**config.mk**
```make
export PLATFORM = sky130hd
export DESIGN_NAME = txring_engine
export DESIGN_NICKNAME = d
export VERILOG_FILES = /design/src/rtl/txring_pkg.sv /design/src/rtl/txring_stream.sv /design/src/rtl/txring_seq.sv /design/src/rtl/txring_engine.sv
export SDC_FILE = /design/constraint.sdc
export NUM_CORES = 1
export LEC_CHECK = 0
export BUFFER_PORTS_ARGS = -buffer_cell sky130_fd_sc_hd__buf_2
export CORE_UTILIZATION = 51
export CTS_CLUSTER_DIAMETER = 200
export DETAILED_ROUTE_END_ITERATION = 16
export PLACE_DENSITY = 0.71
export SLEW_MARGIN = 0
export SYNTH_ARGS = -nofsm -noshare
export SYNTH_HDL_FRONTEND = slang
export SYNTH_SLANG_ARGS = --single-unit
```
**constraint.sdc**
```tcl
create_clock -name clk -period 5.75 [get_ports clk]
set_input_delay 0.575 -clock clk [delete_from_list [all_inputs] [get_ports clk]]
set_output_delay 0.575 -clock clk [all_outputs]
set_load 0.02 [all_outputs]
```
**src/rtl/txring_pkg.sv**
```systemverilog
package txring_pkg;
  localparam int WORD_W = 32;
  localparam int LEN_W  = 16;
  localparam int FLG_READY = 15;
  localparam int FLG_WRAP  = 13;
  localparam int FLG_LAST  = 11;

  typedef enum logic [2:0] {
    ST_IDLE,
    ST_HDR,
    ST_PTR,
    ST_COPY,
    ST_WB,
    ST_NEXT
  } seq_state_t;
endpackage

```
**src/rtl/txring_stream.sv**
```systemverilog
module txring_stream
  import txring_pkg::*;
#(
  parameter int ADDR_W = 32
) (
  input  logic              clk,
  input  logic              rst_n,
  input  logic              start,
  input  logic [ADDR_W-1:0] start_addr,
  input  logic [LEN_W-1:0]  count,
  input  logic              mark_last,
  output logic              done,
  output logic              mem_req,
  output logic [ADDR_W-1:0] mem_addr,
  input  logic              mem_ack,
  input  logic [WORD_W-1:0] mem_rdata,
  output logic              tx_valid,
  output logic [7:0]        tx_data,
  output logic              tx_last,
  input  logic              tx_ready
);
  logic              busy_q, busy_d;
  logic              have_q, have_d;
  logic [WORD_W-1:0] word_q, word_d;
  logic [1:0]        lane_q, lane_d;
  logic [LEN_W-1:0]  remain_q, remain_d;
  logic [ADDR_W-1:0] waddr_q, waddr_d;
  logic              last_q, last_d;
  logic              take;

  assign take     = busy_q && have_q && tx_ready;
  assign done     = take && (remain_q == LEN_W'(1));
  assign mem_req  = busy_q && !have_q;
  assign mem_addr = waddr_q;
  assign tx_valid = busy_q && have_q;
  assign tx_last  = last_q && (remain_q == LEN_W'(1));

  always_comb begin
    case (lane_q)
      2'd0:    tx_data = word_q[31:24];
      2'd1:    tx_data = word_q[23:16];
      2'd2:    tx_data = word_q[15:8];
      default: tx_data = word_q[7:0];
    endcase
  end

  always_comb begin
    busy_d   = busy_q;
    have_d   = have_q;
    word_d   = word_q;
    lane_d   = lane_q;
    remain_d = remain_q;
    waddr_d  = waddr_q;
    last_d   = last_q;
    if (start) begin
      busy_d   = 1'b1;
      have_d   = 1'b0;
      waddr_d  = start_addr & ~ADDR_W'(3);
      lane_d   = start_addr[1:0];
      remain_d = count;
      last_d   = mark_last;
    end else if (mem_req && mem_ack) begin
      word_d = mem_rdata;
      have_d = 1'b1;
    end else if (take) begin
      remain_d = remain_q - LEN_W'(1);
      lane_d   = lane_q + 2'd1;
      if (remain_q == LEN_W'(1)) begin
        busy_d = 1'b0;
        have_d = 1'b0;
      end else if (lane_q == 2'd3) begin
        have_d  = 1'b0;
        waddr_d = waddr_q + ADDR_W'(4);
      end
    end
  end

  always_ff @(posedge clk or negedge rst_n) begin
    if (!rst_n) begin
      busy_q   <= 1'b0;
      have_q   <= 1'b0;
      word_q   <= '0;
      lane_q   <= '0;
      remain_q <= '0;
      waddr_q  <= '0;
      last_q   <= 1'b0;
    end else begin
      busy_q   <= busy_d;
      have_q   <= have_d;
      word_q   <= word_d;
      lane_q   <= lane_d;
      remain_q <= remain_d;
      waddr_q  <= waddr_d;
      last_q   <= last_d;
    end
  end

  assert_hold_while_stalled_R8: assert property (@(posedge clk) disable iff (!rst_n)
    (tx_valid && !tx_ready) |=> (tx_valid && $stable(tx_data) && $stable(tx_last)));

  assert_last_ends_buffer_R9: assert property (@(posedge clk) disable iff (!rst_n)
    (tx_valid && tx_ready && tx_last && !start) |=> !tx_valid);
endmodule

```
**src/rtl/txring_seq.sv**
```systemverilog
module txring_seq
  import txring_pkg::*;
#(
  parameter int ADDR_W    = 32,
  parameter int MAX_DESC  = 1024,
  parameter int MAX_FRAME = 2032
) (
  input  logic              clk,
  input  logic              rst_n,
  input  logic              kick,
  input  logic              enable,
  input  logic              base_wr,
  input  logic [ADDR_W-1:0] base_data,
  output logic              mem_req,
  output logic              mem_we,
  output logic [ADDR_W-1:0] mem_addr,
  output logic [WORD_W-1:0] mem_wdata,
  input  logic              mem_ack,
  input  logic [WORD_W-1:0] mem_rdata,
  output logic              copy_start,
  output logic [ADDR_W-1:0] copy_addr,
  output logic [LEN_W-1:0]  copy_count,
  output logic              copy_last,
  input  logic              copy_done,
  output logic              ev_txbuf,
  output logic              ev_txframe,
  output logic              ev_babble,
  output logic              busy
);
  localparam int CNT_W = $clog2(MAX_DESC + 1);
  localparam int ACC_W = $clog2(MAX_FRAME + 1);

  seq_state_t        state_q, state_d;
  logic [ADDR_W-1:0] cur_q, cur_d;
  logic [ADDR_W-1:0] base_q, base_d;
  logic [LEN_W-1:0]  flags_q, flags_d;
  logic [LEN_W-1:0]  len_q, len_d;
  logic [LEN_W-1:0]  clen_q, clen_d;
  logic              bab_q, bab_d;
  logic [ACC_W-1:0]  acc_q, acc_d;
  logic [CNT_W-1:0]  cnt_q, cnt_d;
  logic [LEN_W-1:0]  room;
  logic              over;
  logic [LEN_W-1:0]  clip_len;

  assign room     = LEN_W'(MAX_FRAME) - LEN_W'(acc_q);
  assign over     = len_q > room;
  assign clip_len = over ? room : len_q;

  assign busy       = (state_q != ST_IDLE);
  assign mem_req    = (state_q == ST_HDR) || (state_q == ST_PTR) || (state_q == ST_WB);
  assign mem_we     = (state_q == ST_WB);
  assign mem_addr   = (state_q == ST_PTR) ? (cur_q + ADDR_W'(4)) : cur_q;
  assign mem_wdata  = {flags_q & ~(LEN_W'(1) << FLG_READY), len_q};
  assign copy_addr  = mem_rdata[ADDR_W-1:0];
  assign copy_count = clip_len;
  assign copy_last  = flags_q[FLG_LAST];

  always_comb begin
    state_d    = state_q;
    cur_d      = cur_q;
    base_d     = base_q;
    flags_d    = flags_q;
    len_d      = len_q;
    clen_d     = clen_q;
    bab_d      = bab_q;
    acc_d      = acc_q;
    cnt_d      = cnt_q;
    copy_start = 1'b0;
    ev_txbuf   = 1'b0;
    ev_txframe = 1'b0;
    ev_babble  = 1'b0;
    if (base_wr) begin
      base_d = base_data & ~ADDR_W'(3);
      if (state_q == ST_IDLE) cur_d = base_d;
    end
    case (state_q)
      ST_IDLE: begin
        if (kick && enable) begin
          cnt_d   = '0;
          state_d = ST_HDR;
        end
      end
      ST_HDR: begin
        if (mem_ack) begin
          flags_d = mem_rdata[WORD_W-1:LEN_W];
          len_d   = mem_rdata[LEN_W-1:0];
          state_d = mem_rdata[LEN_W+FLG_READY] ? ST_PTR : ST_IDLE;
        end
      end
      ST_PTR: begin
        if (mem_ack) begin
          clen_d = clip_len;
          bab_d  = over;
          if (clip_len == '0) begin
            state_d = ST_WB;
          end else begin
            copy_start = 1'b1;
            state_d    = ST_COPY;
          end
        end
      end
      ST_COPY: begin
        if (copy_done) state_d = ST_WB;
      end
      ST_WB: begin
        if (mem_ack) begin
          ev_txbuf   = 1'b1;
          ev_txframe = flags_q[FLG_LAST];
          ev_babble  = bab_q;
          acc_d      = flags_q[FLG_LAST] ? '0 : (acc_q + ACC_W'(clen_q));
          cnt_d      = cnt_q + CNT_W'(1);
          state_d    = ST_NEXT;
        end
      end
      ST_NEXT: begin
        if (!base_wr) cur_d = flags_q[FLG_WRAP] ? base_q : (cur_q + ADDR_W'(8));
        state_d = (cnt_q == CNT_W'(MAX_DESC)) ? ST_IDLE : ST_HDR;
      end
      default: state_d = ST_IDLE;
    endcase
  end

  always_ff @(posedge clk or negedge rst_n) begin
    if (!rst_n) begin
      state_q <= ST_IDLE;
      cur_q   <= '0;
      base_q  <= '0;
      flags_q <= '0;
      len_q   <= '0;
      clen_q  <= '0;
      bab_q   <= 1'b0;
      acc_q   <= '0;
      cnt_q   <= '0;
    end else begin
      state_q <= state_d;
      cur_q   <= cur_d;
      base_q  <= base_d;
      flags_q <= flags_d;
      len_q   <= len_d;
      clen_q  <= clen_d;
      bab_q   <= bab_d;
      acc_q   <= acc_d;
      cnt_q   <= cnt_d;
    end
  end

  assert_kick_gated_R1: assert property (@(posedge clk) disable iff (!rst_n)
    (state_q == ST_IDLE && kick && !enable) |=> (state_q == ST_IDLE));

  assert_stop_on_empty_R3: assert property (@(posedge clk) disable iff (!rst_n)
    (state_q == ST_HDR && mem_ack && !mem_rdata[LEN_W+FLG_READY]) |=> (state_q == ST_IDLE));

  assert_desc_limit_R4: assert property (@(posedge clk) disable iff (!rst_n)
    cnt_q <= CNT_W'(MAX_DESC));

  assert_frame_cap_R10: assert property (@(posedge clk) disable iff (!rst_n)
    acc_q <= ACC_W'(MAX_FRAME));
endmodule

```
**src/rtl/txring_engine.sv**
```systemverilog
module txring_engine
  import txring_pkg::*;
#(
  parameter int ADDR_W    = 32,
  parameter int MAX_DESC  = 1024,
  parameter int MAX_FRAME = 2032
) (
  input  logic              clk,
  input  logic              rst_n,
  input  logic              enable,
  input  logic              kick,
  input  logic              ring_base_wr,
  input  logic [ADDR_W-1:0] ring_base_data,
  output logic              mem_req,
  output logic              mem_we,
  output logic [ADDR_W-1:0] mem_addr,
  output logic [31:0]       mem_wdata,
  input  logic              mem_ack,
  input  logic [31:0]       mem_rdata,
  output logic              tx_valid,
  output logic [7:0]        tx_data,
  output logic              tx_last,
  input  logic              tx_ready,
  output logic              ev_txbuf,
  output logic              ev_txframe,
  output logic              ev_babble,
  output logic              busy
);
  logic              seq_req, seq_we, seq_ack;
  logic [ADDR_W-1:0] seq_addr;
  logic [31:0]       seq_wdata;
  logic              st_req, st_ack;
  logic [ADDR_W-1:0] st_addr;
  logic              cp_start, cp_last, cp_done;
  logic [ADDR_W-1:0] cp_addr;
  logic [LEN_W-1:0]  cp_count;

  assign seq_ack   = mem_ack && seq_req;
  assign st_ack    = mem_ack && st_req;
  assign mem_req   = seq_req || st_req;
  assign mem_we    = seq_req && seq_we;
  assign mem_addr  = seq_req ? seq_addr : st_addr;
  assign mem_wdata = seq_wdata;

  txring_seq #(
    .ADDR_W   (ADDR_W),
    .MAX_DESC (MAX_DESC),
    .MAX_FRAME(MAX_FRAME)
  ) seq_i (
    .clk       (clk),
    .rst_n     (rst_n),
    .kick      (kick),
    .enable    (enable),
    .base_wr   (ring_base_wr),
    .base_data (ring_base_data),
    .mem_req   (seq_req),
    .mem_we    (seq_we),
    .mem_addr  (seq_addr),
    .mem_wdata (seq_wdata),
    .mem_ack   (seq_ack),
    .mem_rdata (mem_rdata),
    .copy_start(cp_start),
    .copy_addr (cp_addr),
    .copy_count(cp_count),
    .copy_last (cp_last),
    .copy_done (cp_done),
    .ev_txbuf  (ev_txbuf),
    .ev_txframe(ev_txframe),
    .ev_babble (ev_babble),
    .busy      (busy)
  );

  txring_stream #(
    .ADDR_W(ADDR_W)
  ) stream_i (
    .clk       (clk),
    .rst_n     (rst_n),
    .start     (cp_start),
    .start_addr(cp_addr),
    .count     (cp_count),
    .mark_last (cp_last),
    .done      (cp_done),
    .mem_req   (st_req),
    .mem_addr  (st_addr),
    .mem_ack   (st_ack),
    .mem_rdata (mem_rdata),
    .tx_valid  (tx_valid),
    .tx_data   (tx_data),
    .tx_last   (tx_last),
    .tx_ready  (tx_ready)
  );

  assert_one_master: assert property (@(posedge clk) disable iff (!rst_n)
    !(seq_req && st_req));

  assert_wb_clears_ready_R5: assert property (@(posedge clk) disable iff (!rst_n)
    (mem_req && mem_we) |-> !mem_wdata[16+FLG_READY]);

  assert_frame_event_pair_R11: assert property (@(posedge clk) disable iff (!rst_n)
    ev_txframe |-> ev_txbuf);

  assert_no_stream_when_idle_R12: assert property (@(posedge clk) disable iff (!rst_n)
    !busy |-> !tx_valid);
endmodule

```
* Yosys cells after proc, flatten, opt, wreduce, memory -nomap -nowiden
Cells that the tools add are included.
** Operators by class
- Reductions and logical operators :: 34
- Magnitude comparators :: 1
- Multiplexer cells :: 51
- Eq/ne operators :: 17
- Bitwise gates (word level) :: 1
- Add/sub/neg operators :: 8
** Operator list (count)
- 2-to-1 mux 32 bit :: 12
- adder 32 x 3 -> 32 bit, second input constant :: 2
- 2-to-1 mux 16 bit :: 4
- 2-to-1 mux 11 bit :: 3
- adder 32 x 4 -> 32 bit, second input constant :: 1
- case mux 8 bit (3 select lines) :: 1
- case mux 11 bit (2 select lines) :: 1
- 2-to-1 mux 1 bit :: 19
- 2-to-1 mux 3 bit :: 6
- case mux 3 bit (6 select lines) :: 1
- equality test 16 x 1 -> 1 bit, second input constant :: 1
- > comparator 16 bit :: 1
- zero test 16 bit :: 1
- subtractor 16 x 1 -> 16 bit, second input constant :: 1
- != test 2 bit, second input constant :: 6
- AND reduction 2 bit :: 6
- subtractor 11 x 11 -> 12 bit, first input constant :: 1
- adder 11 x 1 -> 11 bit, second input constant :: 1
- adder 11 bit :: 1
- equality test 11 bit, second input constant :: 1
- logical AND 1 bit :: 10
- 2-to-1 mux 2 bit :: 4
- nonzero test 2 bit :: 4
- equality test 3 x 2 -> 1 bit, second input constant :: 2
- 16 further kinds :: 22
** Word-level totals
- Flip-flop bits (word level) :: 215
- Input port bits :: 71

* Depth between registers and ports, before layout
Gate-level depths: netlist (run 1).
- Depth in word-level cells :: 9
- Gate-level depth with buffers :: 18
- Mapped depth without buffers :: 15

* Modules after synthesis
A second synthesis (run 1) with hierarchy kept.
** Unflattened totals
- Cells, all modules :: 1480
- Area, all modules :: 13676.9 µm²
** Modules (own cells, without submodules)
- txring_seq :: seq. area each 3253.1 µm², times used 1, area an instance 8782.2 µm², cells an instance 1007
- txring_stream :: seq. area each 2077.0 µm², times used 1, area an instance 4341.7 µm², cells an instance 433
- txring_engine :: seq. area each 0.0 µm², times used 1, area an instance 553.0 µm², cells an instance 40

* Least setup slack after synthesis (run 1)
Ideal clock, no wire load.
- Kind :: reg2reg
- Start point :: reg seq_i.acc_q[2]
- End point :: reg stream_i.word_q[10]
- Stages on the path, launching flop included :: 18
- Library setup time :: 0.125 ns
- Arrival :: 3.913 ns
- Clock period less this slack :: 4.038 ns
- Setup slack :: 1.712 ns
- Cells stage by stage :: dfrtp_1 > buf_6 > or4_4 > buf_6 > nor3b_2 > xnor2_2 > inv_1 > ha_1 > nand4_1 > or4_1 > clkbuf_1 > and2_1 > clkbuf_1 > o211ai_4 > and2_4 > buf_6 > buf_6 > mux2_4
** Between the ends
- Longest elaborated chain between the ends :: 9
** RTL lines
- from (decl) :: line txring_seq.sv:40 : logic [ACC_W-1:0] acc_q, acc_d;
- subtractor 11 x 11 -> 12 bit * :: line txring_seq.sv:46 : assign room = LEN_W'(MAX_FRAME) - LEN_W'(acc_q);
- > comparator 16 bit :: line txring_seq.sv:47 : assign over = len_q > room;
- 2-to-1 mux 16 bit * :: line txring_seq.sv:48 : assign clip_len = over ? room : len_q;
- zero test 16 bit * :: line txring_seq.sv:95 : if (clip_len == '0) begin
- 2-to-1 mux 1 bit * :: line txring_seq.sv:95
- 2-to-1 mux 1 bit * :: line txring_seq.sv:92 : if (mem_ack) begin
- 2-to-1 mux 1 bit * :: line txring_seq.sv:77 : case (state_q)
- inverter 1 bit (no source line) *
- AND reduction 2 bit (no source line) *
- to (signal assigned) :: line txring_stream.sv:90 : word_q <= word_d;
- to (decl) :: line txring_stream.sv:24 : logic [WORD_W-1:0] word_q, word_d;
Mark *: on every way between the ends. The rest lies on a longest branch, timed or not.
A chain may end at the register's enable or synchronous reset.

* Final worst setup path (run 1)
- Start point :: reg seq_i.acc_q[1]
- End point :: reg stream_i.word_q[31]
Same word-level chain as after synthesis.

==> summary.md, run 1 <==
| Metric | Value |
|---|---|
| Netlist Area Pre-Place | `12600 um^2` |
| Max layer used | `met4` |
| Final number of hold-violating endpoints | `0` |
| Post-synth top area share | `42.3%` |
| Grt ovf | `0` |
| Reg power frac | `33.8%` |
| Relative slew margins | `16.4%` |
| Psw | `0.00391 W` |
| Core Area | `24200 um^2` |
| Initial core utilization | `about half` |
| Yosys warning count | `0` |
| Largest family of logic cells by synthesized area | `simple AND/OR/NAND/NOR gates` |
| Die Ht | `around 160 um` |
| Post-synthesis compound-gate area fraction | `14.3%` |
| # resized after CTS | `0` |
| Max Buffers Root-to-Sink | `3` |
| Most frequent cells in the layout | `213 x dfrtp_1, 146 x buf_2, 139 x nand2_1` |
| DRT antenna net count | `0` |
| Least-Margin Pin Slew | `1.25 ns` |
| Setup ws final | `1.11 ns` |
| TritonCTS clock tree | `done` |
| CTS Root Cell | `clkbuf_16` |
| Num CTS Buffers | `25` |
| 1st-iter DRT viols | `815` |
| Fmax | `0.216 GHz` |
| DR vias | `10.5k` |
| Final WL | `34600 um` |
| Sequential-to-total area share from yosys stat | `a little over two fifths` |
| Arrival time at the worst endpoint | `5.05 ns` |
| Cell-internal power | `around 0.0047 W` |
| Status | `completed` |
| Commonest non-fill, non-tap cell in the layout | `dfrtp_1` |
| Setup violators final | `0` |
| RSZ-0062 raised after global routing | `no` |
| RePlAce Congestion | `between 0.9 and 1` |
| Final nets | `1548` |
| Die area | `25300 um^2` |
| Max-capacitance violation count | `0` |
| First-pass DRT Iterations | `6` |
| H-tree levels | `1` |
| Mean post-synth cell area | `9.39 um^2` |
| Number of remaining DRC errors | `0` |
| Port Buffer Count | `147` |
| Sw Share | `45.5%` |
| Period Utilization, post-route | `about four fifths` |
| # rows | `57` |
| DR WL/cell | `19.5 um` |
| Synth Flop Type | `dfrtp_1` |
| Critical Path End Type | `flip-flop` |
| Worst-path clk slew | `0.06 ns` |
| Clock sinks | `213` |
| Number of synthesized flops with an enable pin | `0` |
| Max FO, Critical Path | `32` |
| Synth Area in Adders | `3.93%` |
| FF+latch count, synth | `around 210` |
| Setup TNS | `0 ns` |
| Die width | `159 um` |
| Synth async-reset ratio | `100%` |
| Metal2 WL | `16200 um` |
| Io pins | `151` |
| Synth Instances | `between 1k and 1.5k` |
| Vias in the first global route | `10.4k` |
| Fin. max-slew vios | `0` |
| Cell accounting for the most synthesized area | `dfrtp_1` |
| Initial antenna violation count | `0` |
| Design area | `14200 um^2` |
| Maximum vdd drop | `0.511 mV` |
| Critical Path RT | `6.16 ns` |
| Area contributors post-synth | `dfrtp_1 42%, mux2_2 5.3%, xnor2_1 4.3%` |
| Fin util | `~60%` |
| Mux cell area share after synthesis | `10.3%` |
| DP Worst Slack | `1.14 ns` |
| Antenna diodes | `0` |
| Comb power frac | `48.9%` |
| DR vias/cell | `approximately 6` |
| Crit Path Class | `reg2reg` |
| Clock Power Share | `17.3%` |
| Syn nets | `around 1.5k` |
| Final hold slack | `around 0.098 ns` |
| Fraction of layout cells with a size suffix above 1 | `19.6%` |
| Hold buffer count at CTS | `0` |
| Syn-to-layout area delta | `12.9%` |
| Clock insertion delay at the later pin of the skew report | `0.54 ns` |
| Hold Crit Class | `in2async` |
| Setup bufs post-CTS | `0` |
| Clk_skew | `~0.026 ns` |
| Final Critical Period | `4.64 ns` |
| Synth Area in Simple Gates | `16.4%` |
| Critical Path Start Type | `flip-flop` |
| Synth Area in XOR/XNOR | `8.33%` |
| Gr usage total | `around 28%` |
| Met1 wire length | `15300 um` |
| Placement Cell Area | `around 13000 um^2` |
| Cell variety after synth | `71` |
| First-pass GRT wire length | `55600 um` |
| Largest net degree at the start of global routing | `111` |
| Post-DP HPWL | `24200 um` |
| Leak | `approximately 6.3 nW` |
| DR WL met3 | `1840 um` |
| Cell Pwr Density | `604 nW/um^2` |
## stage by stage
| step | cells | total power, W |
|---|---|---|
| 2_1_floorplan | 1342 | 0.00579 |
| 3_3_place_gp | 1735 | 0.00695 |
| 3_5_place_dp | 1735 | 0.00708 |
| 4_1_cts | 1775 | 0.00860 |
| 5_1_grt | 1775 | 0.00918 |
| 6_report | 1775 | 0.00860 |
## flip-flops by register name, summed over array words and instances (netlist names)
signal	count
stream_i.remain_q	16
stream_i.have_q	1
stream_i.mem_addr	30
seq_i.base_q	30
seq_i.len_q	16
seq_i.cur_q	32
stream_i.last_q	1
stream_i.word_q	32
seq_i.clen_q	11
stream_i.lane_q	2
seq_i.acc_q	11
seq_i.cnt_q	11
seq_i.bab_q	1
seq_i.state_q	3
stream_i.busy_q	1
seq_i.flags_q	15
## critical path, cell delays in order, from the launching register on
cell and delay (ns):
dfrtp_1 0.45, inv_1 0.13, ha_1 0.22, nor3b_2 0.43, nor3_1 0.11, xnor2_1 0.30, inv_1 0.09, ha_1 0.31
nand4_1 0.16, or4_1 0.65, and2_1 0.31, o211ai_4 0.40, and2_4 0.58, mux2_1 0.37
## layer usage
| metal | track usage [%] | vias up |
|---|---|---|
| met1 | 38.4 | 5115 |
| met4 | 10.2 | 0 |
| met2 | 44.1 | 350 |
| met5 | 0 | - |
| li1 | - | 4911 |
| met3 | 3.39 | 75 |
## Yosys cell counts (36+ instances only)
| master | n |
|---|---|
| xnor2_1 | 62 |
| nand2_1 | 139 |
| clkbuf_1 | 66 |
| nor2_1 | 113 |
| dfrtp_1 | 213 |
| xor2_1 | 56 |
| a21oi_1 | 92 |
| inv_1 | 37 |
| nand3_1 | 47 |
| mux2_2 | 59 |
| o21ai_0 | 75 |
| ha_1 | 38 |
| o21ai_1 | 36 |
## area by class of cell
class | instances | area, um^2
sequential | 213 | 5330
multi-input combinational | 1000 | 6750
clock inverter | 4 | 62.6
fill | 2178 | 10000
timing repair buffer | 160 | 856
inverter | 38 | 143
clock buffer | 36 | 677
tap | 324 | 405
## power by group through the flow
stage	logic, W	registers, W	clock network, W
5_1_grt	0.00462	0.00300	0.00156
2_1_floorplan	0.00312	0.00267	0
6_report	0.00421	0.00291	0.00148
3_5_place_dp	0.00418	0.00290	0
3_3_place_gp	0.00407	0.00287	0
4_1_cts	0.00421	0.00289	0.00151
## cells by family after synthesis
kind of cell,after synthesis
compound gates,297
xor+xnor,119
fa+ha+maj,39
buf+inv,129
flops,213
mux,111
other cells,1
simple gates,433
## worst paths after layout
kind	from	end	slack, ns	cells after the start
setup reg to reg	seq_i.acc_q[1]	stream_i.word_q[31]	1.11	13
hold reg to reg	seq_i.bab_q	seq_i.bab_q	0.48	2
hold / removal	rst_n	seq_i.acc_q[2]	0.1	1
min in group clk	ring_base_data[15]	seq_i.base_q[15]	0.27	2
setup / recovery	seq_i.acc_q[1]	stream_i.word_q[31]	1.11	13
max in group asynchronous	rst_n	stream_i.mem_addr[30]	4.39	2
Power figures use the tool's default switching activity.
==> run 2: changes to the inputs <==
--- a/config.mk
+++ b/config.mk
@@ -5,11 +5,12 @@
 export SDC_FILE = /design/constraint.sdc
 export NUM_CORES = 1
 export LEC_CHECK = 0
+export ABC_AREA = 1
 export BUFFER_PORTS_ARGS = -buffer_cell sky130_fd_sc_hd__buf_2
 export CORE_UTILIZATION = 51
 export CTS_CLUSTER_DIAMETER = 200
 export DETAILED_ROUTE_END_ITERATION = 16
-export PLACE_DENSITY = 0.71
+export PLACE_DENSITY = 0.74
 export SLEW_MARGIN = 0
 export SYNTH_ARGS = -nofsm -noshare
 export SYNTH_HDL_FRONTEND = slang
==> constraint.sdc (replaced) <==
create_clock -name clk -period 4.1 [get_ports clk]
set_input_delay 0.41 -clock clk [delete_from_list [all_inputs] [get_ports clk]]
set_output_delay 0.41 -clock clk [all_outputs]
set_load 0.02 [all_outputs]
==> run 2 against run 1 <==
  * Via count up 26%
  * Routed wire length increased by 18%
  * Combinational power is 53% higher
  * Clock power up 61%
  * Largest cell class unchanged
  * Non-clock buffer count is 19 higher
  * Critical endpoint is now mem_addr[25]
==> summary.md, run 2 <==
| Metric | Value |
|---|---|
| Yosys warning count | `0 (unchanged)` |
| Gr usage total | `30.5% (was 27.5%)` |
| Setup ws final | `0.114 ns (was 1.11 ns)` |
| H-tree levels | `1 (unchanged)` |
| Fraction of layout cells with a size suffix above 1 | `12.6% (was 19.6%)` |
| Max FO, Critical Path | `4 (was 32)` |
| Syn-to-layout area delta | `16.2% (was 12.9%)` |
| Placement Cell Area | `14400 um^2 (was 13500 um^2)` |
| Critical Path End Type | `primary output (was flip-flop)` |
| Crit path to | `mem_addr[25] (was stream_i.word_q[31])` |
| Psw | `0.00604 W (was 0.00391 W)` |
| Arrival time at the worst endpoint | `3.58 ns (was 5.05 ns)` |
| Final non-filler cell total | `2339 (was 1775)` |
| Crit-path cells | `ha_1 -> nand2_1 -> nor2_1 -> inv_1 -> nor2_1 -> inv_1 -> nor2_1 -> inv_1 -> nor3_1 -> nand3_1 -> nor2_1 -> xor2_1 -> o21ai_0 -> buf_2 (was inv_1 -> ha_1 -> nor3b_2 -> nor3_1 -> xnor2_1 -> inv_1 -> ha_1 -> nand4_1 -> or4_1 -> and2_1 -> o211ai_4 -> and2_4 -> mux2_1)` |
| Cell-internal power | `0.00651 W (was 0.00468 W)` |
| Die Ht | `163 um (was 159 um)` |
| Comb power frac | `51.3% (was 48.9%)` |
| Clk_skew | `0.0144 ns (was 0.0258 ns)` |
| Fill cells | `2374 (was 2178)` |
| Number of synthesized flops with an enable pin | `0 (unchanged)` |
| Synth Area in Simple Gates | `28.7% (was 16.4%)` |
| Leak | `7.67 nW (was 6.27 nW)` |
| Io pins | `151 (unchanged)` |
| Post-synthesis compound-gate area fraction | `13.5% (was 14.3%)` |
| Clock insertion delay at the later pin of the skew report | `0.53 ns (was 0.54 ns)` |
| Syn nets | `1977 (was 1452)` |
| Most frequent cells in the layout | `465 x nand2_1, 245 x nor2_1, 212 x dfrtp_1 (was 213 x dfrtp_1, 146 x buf_2, 139 x nand2_1)` |
| Maximum vdd drop | `0.455 mV (was 0.511 mV)` |
| Reg2Reg Setup Slack | `0.26 ns (was 1.11 ns)` |
| DR vias/cell | `5.62 (was 5.89)` |
| Max-capacitance violation count | `0 (unchanged)` |
| Final WL | `40900 um (was 34600 um)` |
| Hold Crit Class | `in2reg (was in2async)` |
| Commonest non-fill, non-tap cell in the layout | `nand2_1 (was dfrtp_1)` |
| Worst R2R Start | `seq_i.acc_q[0] (was seq_i.acc_q[1])` |
| Area of the multi-input gates | `6960 um^2 (was 6750 um^2)` |
| Cell Pwr Density | `812 nW/um^2 (was 604 nW/um^2)` |
| Die area | `26700 um^2 (was 25300 um^2)` |
| DP Worst Slack | `-0.0606 ns (was 1.14 ns)` |
| # rows | `58 (was 57)` |
| R2R Path End | `stream_i.remain_q[2] (was stream_i.word_q[31])` |
| Critical path origin | `seq_i.cur_q[4] (was seq_i.acc_q[1])` |
| Reg power frac | `29.8% (was 33.8%)` |
| Cell accounting for the most synthesized area | `dfrtp_1 (unchanged)` |
| 1st-iter DRT viols | `1258 (was 815)` |
| Cell Count Post-Placement | `2285 (was 1735)` |
| DRT antenna net count | `0 (unchanged)` |
| Clock sinks | `213 (unchanged)` |
| Register area | `5330 um^2 (about the same)` |
| Fin. max-slew vios | `0 (unchanged)` |
| Mux cell area share after synthesis | `0% (was 10.3%)` |
| Area contributors post-synth | `dfrtp_1 40%, nand2_1 13%, nor2_1 7.1% (was dfrtp_1 42%, mux2_2 5.3%, xnor2_1 4.3%)` |
| Top-count cell post-synth | `nand2_1 (was dfrtp_1)` |
| Period Utilization, post-route | `97.2%` |
| Final Power | `0.0126 W (was 0.00860 W)` |
| RePlAce Congestion | `1.04 (was 0.902)` |
| DR WL/cell | `17.5 um (was 19.5 um)` |
| First-pass DRT Iterations | `5 (was 6)` |
| Critical Path Start Type | `flip-flop (unchanged)` |
| Least-Margin Pin Slew | `0.875 ns (was 1.25 ns)` |
| FF+latch count, synth | `213 (unchanged)` |
| Setup violators final | `0 (unchanged)` |
| Synth Area in XOR/XNOR | `5.34% (was 8.33%)` |
| Fin util | `60.8% (was 58.7%)` |
| Cell variety after synth | `48 (was 71)` |
| Final number of hold-violating endpoints | `0 (unchanged)` |
| DR vias | `13.1k (was 10.5k)` |
| Initial core utilization | `52.3% (was 51.9%)` |
| Port Buffer Count | `147 (unchanged)` |
| Num CTS Buffers | `25 (unchanged)` |
| Post-synth top cells | `468 x nand2_1, 250 x nor2_1, 213 x dfrtp_1 (was 213 x dfrtp_1, 139 x nand2_1, 113 x nor2_1)` |
| Post-synth top area share | `40.1% (was 42.3%)` |
| Synth Area in Adders | `3.73% (was 3.93%)` |
| Relative slew margins | `41.3% (was 16.4%)` |
| Number of remaining DRC errors | `0 (unchanged)` |
| Post-DP HPWL | `29500 um (was 24200 um)` |
| First-pass GRT wire length | `64200 um (was 55600 um)` |
| CP max stage cell | `dfrtp_1 (was or4_1)` |
| Netlist Area Pre-Place | `13300 um^2 (was 12600 um^2)` |
| Clock Power Share | `18.9% (was 17.3%)` |
| Mean post-synth cell area | `7.12 um^2 (was 9.39 um^2)` |
| Peak per-stage delay on the critical path | `0.45 ns (was 0.65 ns)` |
| Synth Instances | `1867 (was 1342)` |
| Synth Flop Type | `dfrtp_1 (unchanged)` |
| Most used cell along the critical path | `nor2_1` |
| Design area | `15400 um^2 (was 14200 um^2)` |
| Core Area | `25400 um^2 (was 24200 um^2)` |
| Largest net degree at the start of global routing | `97 (was 111)` |
| Initial antenna violation count | `0 (unchanged)` |
| Final nets | `2101 (was 1548)` |
| Final Critical Period | `3.99 ns` |
| Grt ovf | `0 (unchanged)` |
| TritonCTS clock tree | `done (unchanged)` |
| Fmax | `0.251 GHz` |
| Vias in the first global route | `12.3k (was 10.4k)` |
| Largest regs | `seq_i.cur_q (32), stream_i.word_q (32) (unchanged)` |
| Sequential-to-total area share from yosys stat | `40.1% (was 42.3%)` |
| Status | `completed (unchanged)` |
| Sw Share | `48.1% (was 45.5%)` |
| Max Buffers Root-to-Sink | `3 (unchanged)` |
| Crit Path Class | `reg2out (was reg2reg)` |
| Reg2Reg Depth | `25 (was 13)` |
| Critical Path RT | `3.69 ns (was 6.16 ns)` |
| Synth async-reset ratio | `100% (unchanged)` |
| Antenna diodes | `0 (unchanged)` |
| Worst-path clk slew | `0.06 ns (about the same)` |
| Largest family of logic cells by synthesized area | `simple AND/OR/NAND/NOR gates (unchanged)` |
| Die width | `163 um (was 159 um)` |
| CTS Root Cell | `clkbuf_16 (unchanged)` |
## run 2: cell type report
class / instances / area share, %
Clock inverter: 11 / 1.07
Multi-Input combinational cell: 1367 / 45.0
Sequential cell: 213 / 34.5
Timing Repair Buffer: 179 / 7.16
Clock buffer: 34 / 4.59
Tap cell: 330 / 2.67
Inverter: 205 / 4.98
## run 2: logic make-up (layout without fill, tap and decap cells)
family,Yosys count,in the layout
and+or+nand+nor,920,921
AOI/OAI and AO/OA,324,325
adders and majority gates,39,39
other,1,1
xor gates and xnor gates,81,81
DFF,213,213
buffers and inverters,289,429
## run 2: power by group through the flow
stage                     clock [W]  sequential [W]  combinational (W)
final                       0.00238         0.00374            0.00644
after global routing        0.00249         0.00382            0.00714
after CTS                   0.00240         0.00371            0.00631
after detailed placement          0         0.00373            0.00625
after global placement            0         0.00371            0.00609
after floorplan                   0         0.00364            0.00425
## run 2: timing repair
action / in CTS / in global routing
hold buffers: 1 / 0
endpoints found under the hold margin: 94 / 0
gates resized for setup: 1 / 18
buffers inserted: 0 / 4
setup endpoints to repair: 30 / 86
gates cloned: 1 / 3
pin swaps: 0 / 2
## run 2: worst max-delay path: cells and delay by family, from the launching register on
family,cells,cell delay (ns)
DFF,1,0.45
buffers and inverters,4,0.57
xor gates and xnor gates,1,0.24
adders and majority gates,1,0.24
and+or+nand+nor,7,1.39
AOI/OAI and AO/OA,1,0.16
## run 2: metrics by stage
step / hold slack, ns / setup TNS [ns]
after global routing: 0.102 / -1.76
after global placement: 0.452 / 0
final: 0.106 / 0
after CTS: 0.0887 / 0
after detailed placement: 0.462 / -0.983
after floorplan: 0.114 / 0
## run 2: worst min-delay path by stage
stage | slack, ns | end | cells after the start | startpoint
floorplan | 0.11 | seq_i.acc_q[0] | 0 | rst_n
global placement | 0.45 | seq_i.base_q[2] | 2 | seq_i.base_q[2]
detailed placement | 0.46 | seq_i.base_q[2] | 2 | seq_i.base_q[2]
CTS | 0.09 | seq_i.base_q[14] | 3 | ring_base_data[14]
global route | 0.10 | seq_i.base_q[14] | 3 | ring_base_data[14]
finish | 0.11 | seq_i.base_q[14] | 3 | ring_base_data[14]
## run 2: layer usage
layer	track usage (%)	vias up	share of wire (%)
met5	0	-	0
met4	8.45	0	2.4
met3	3.43	70	7.4
met2	50.2	523	47
met1	42.3	6257	43
li1	-	6296	-
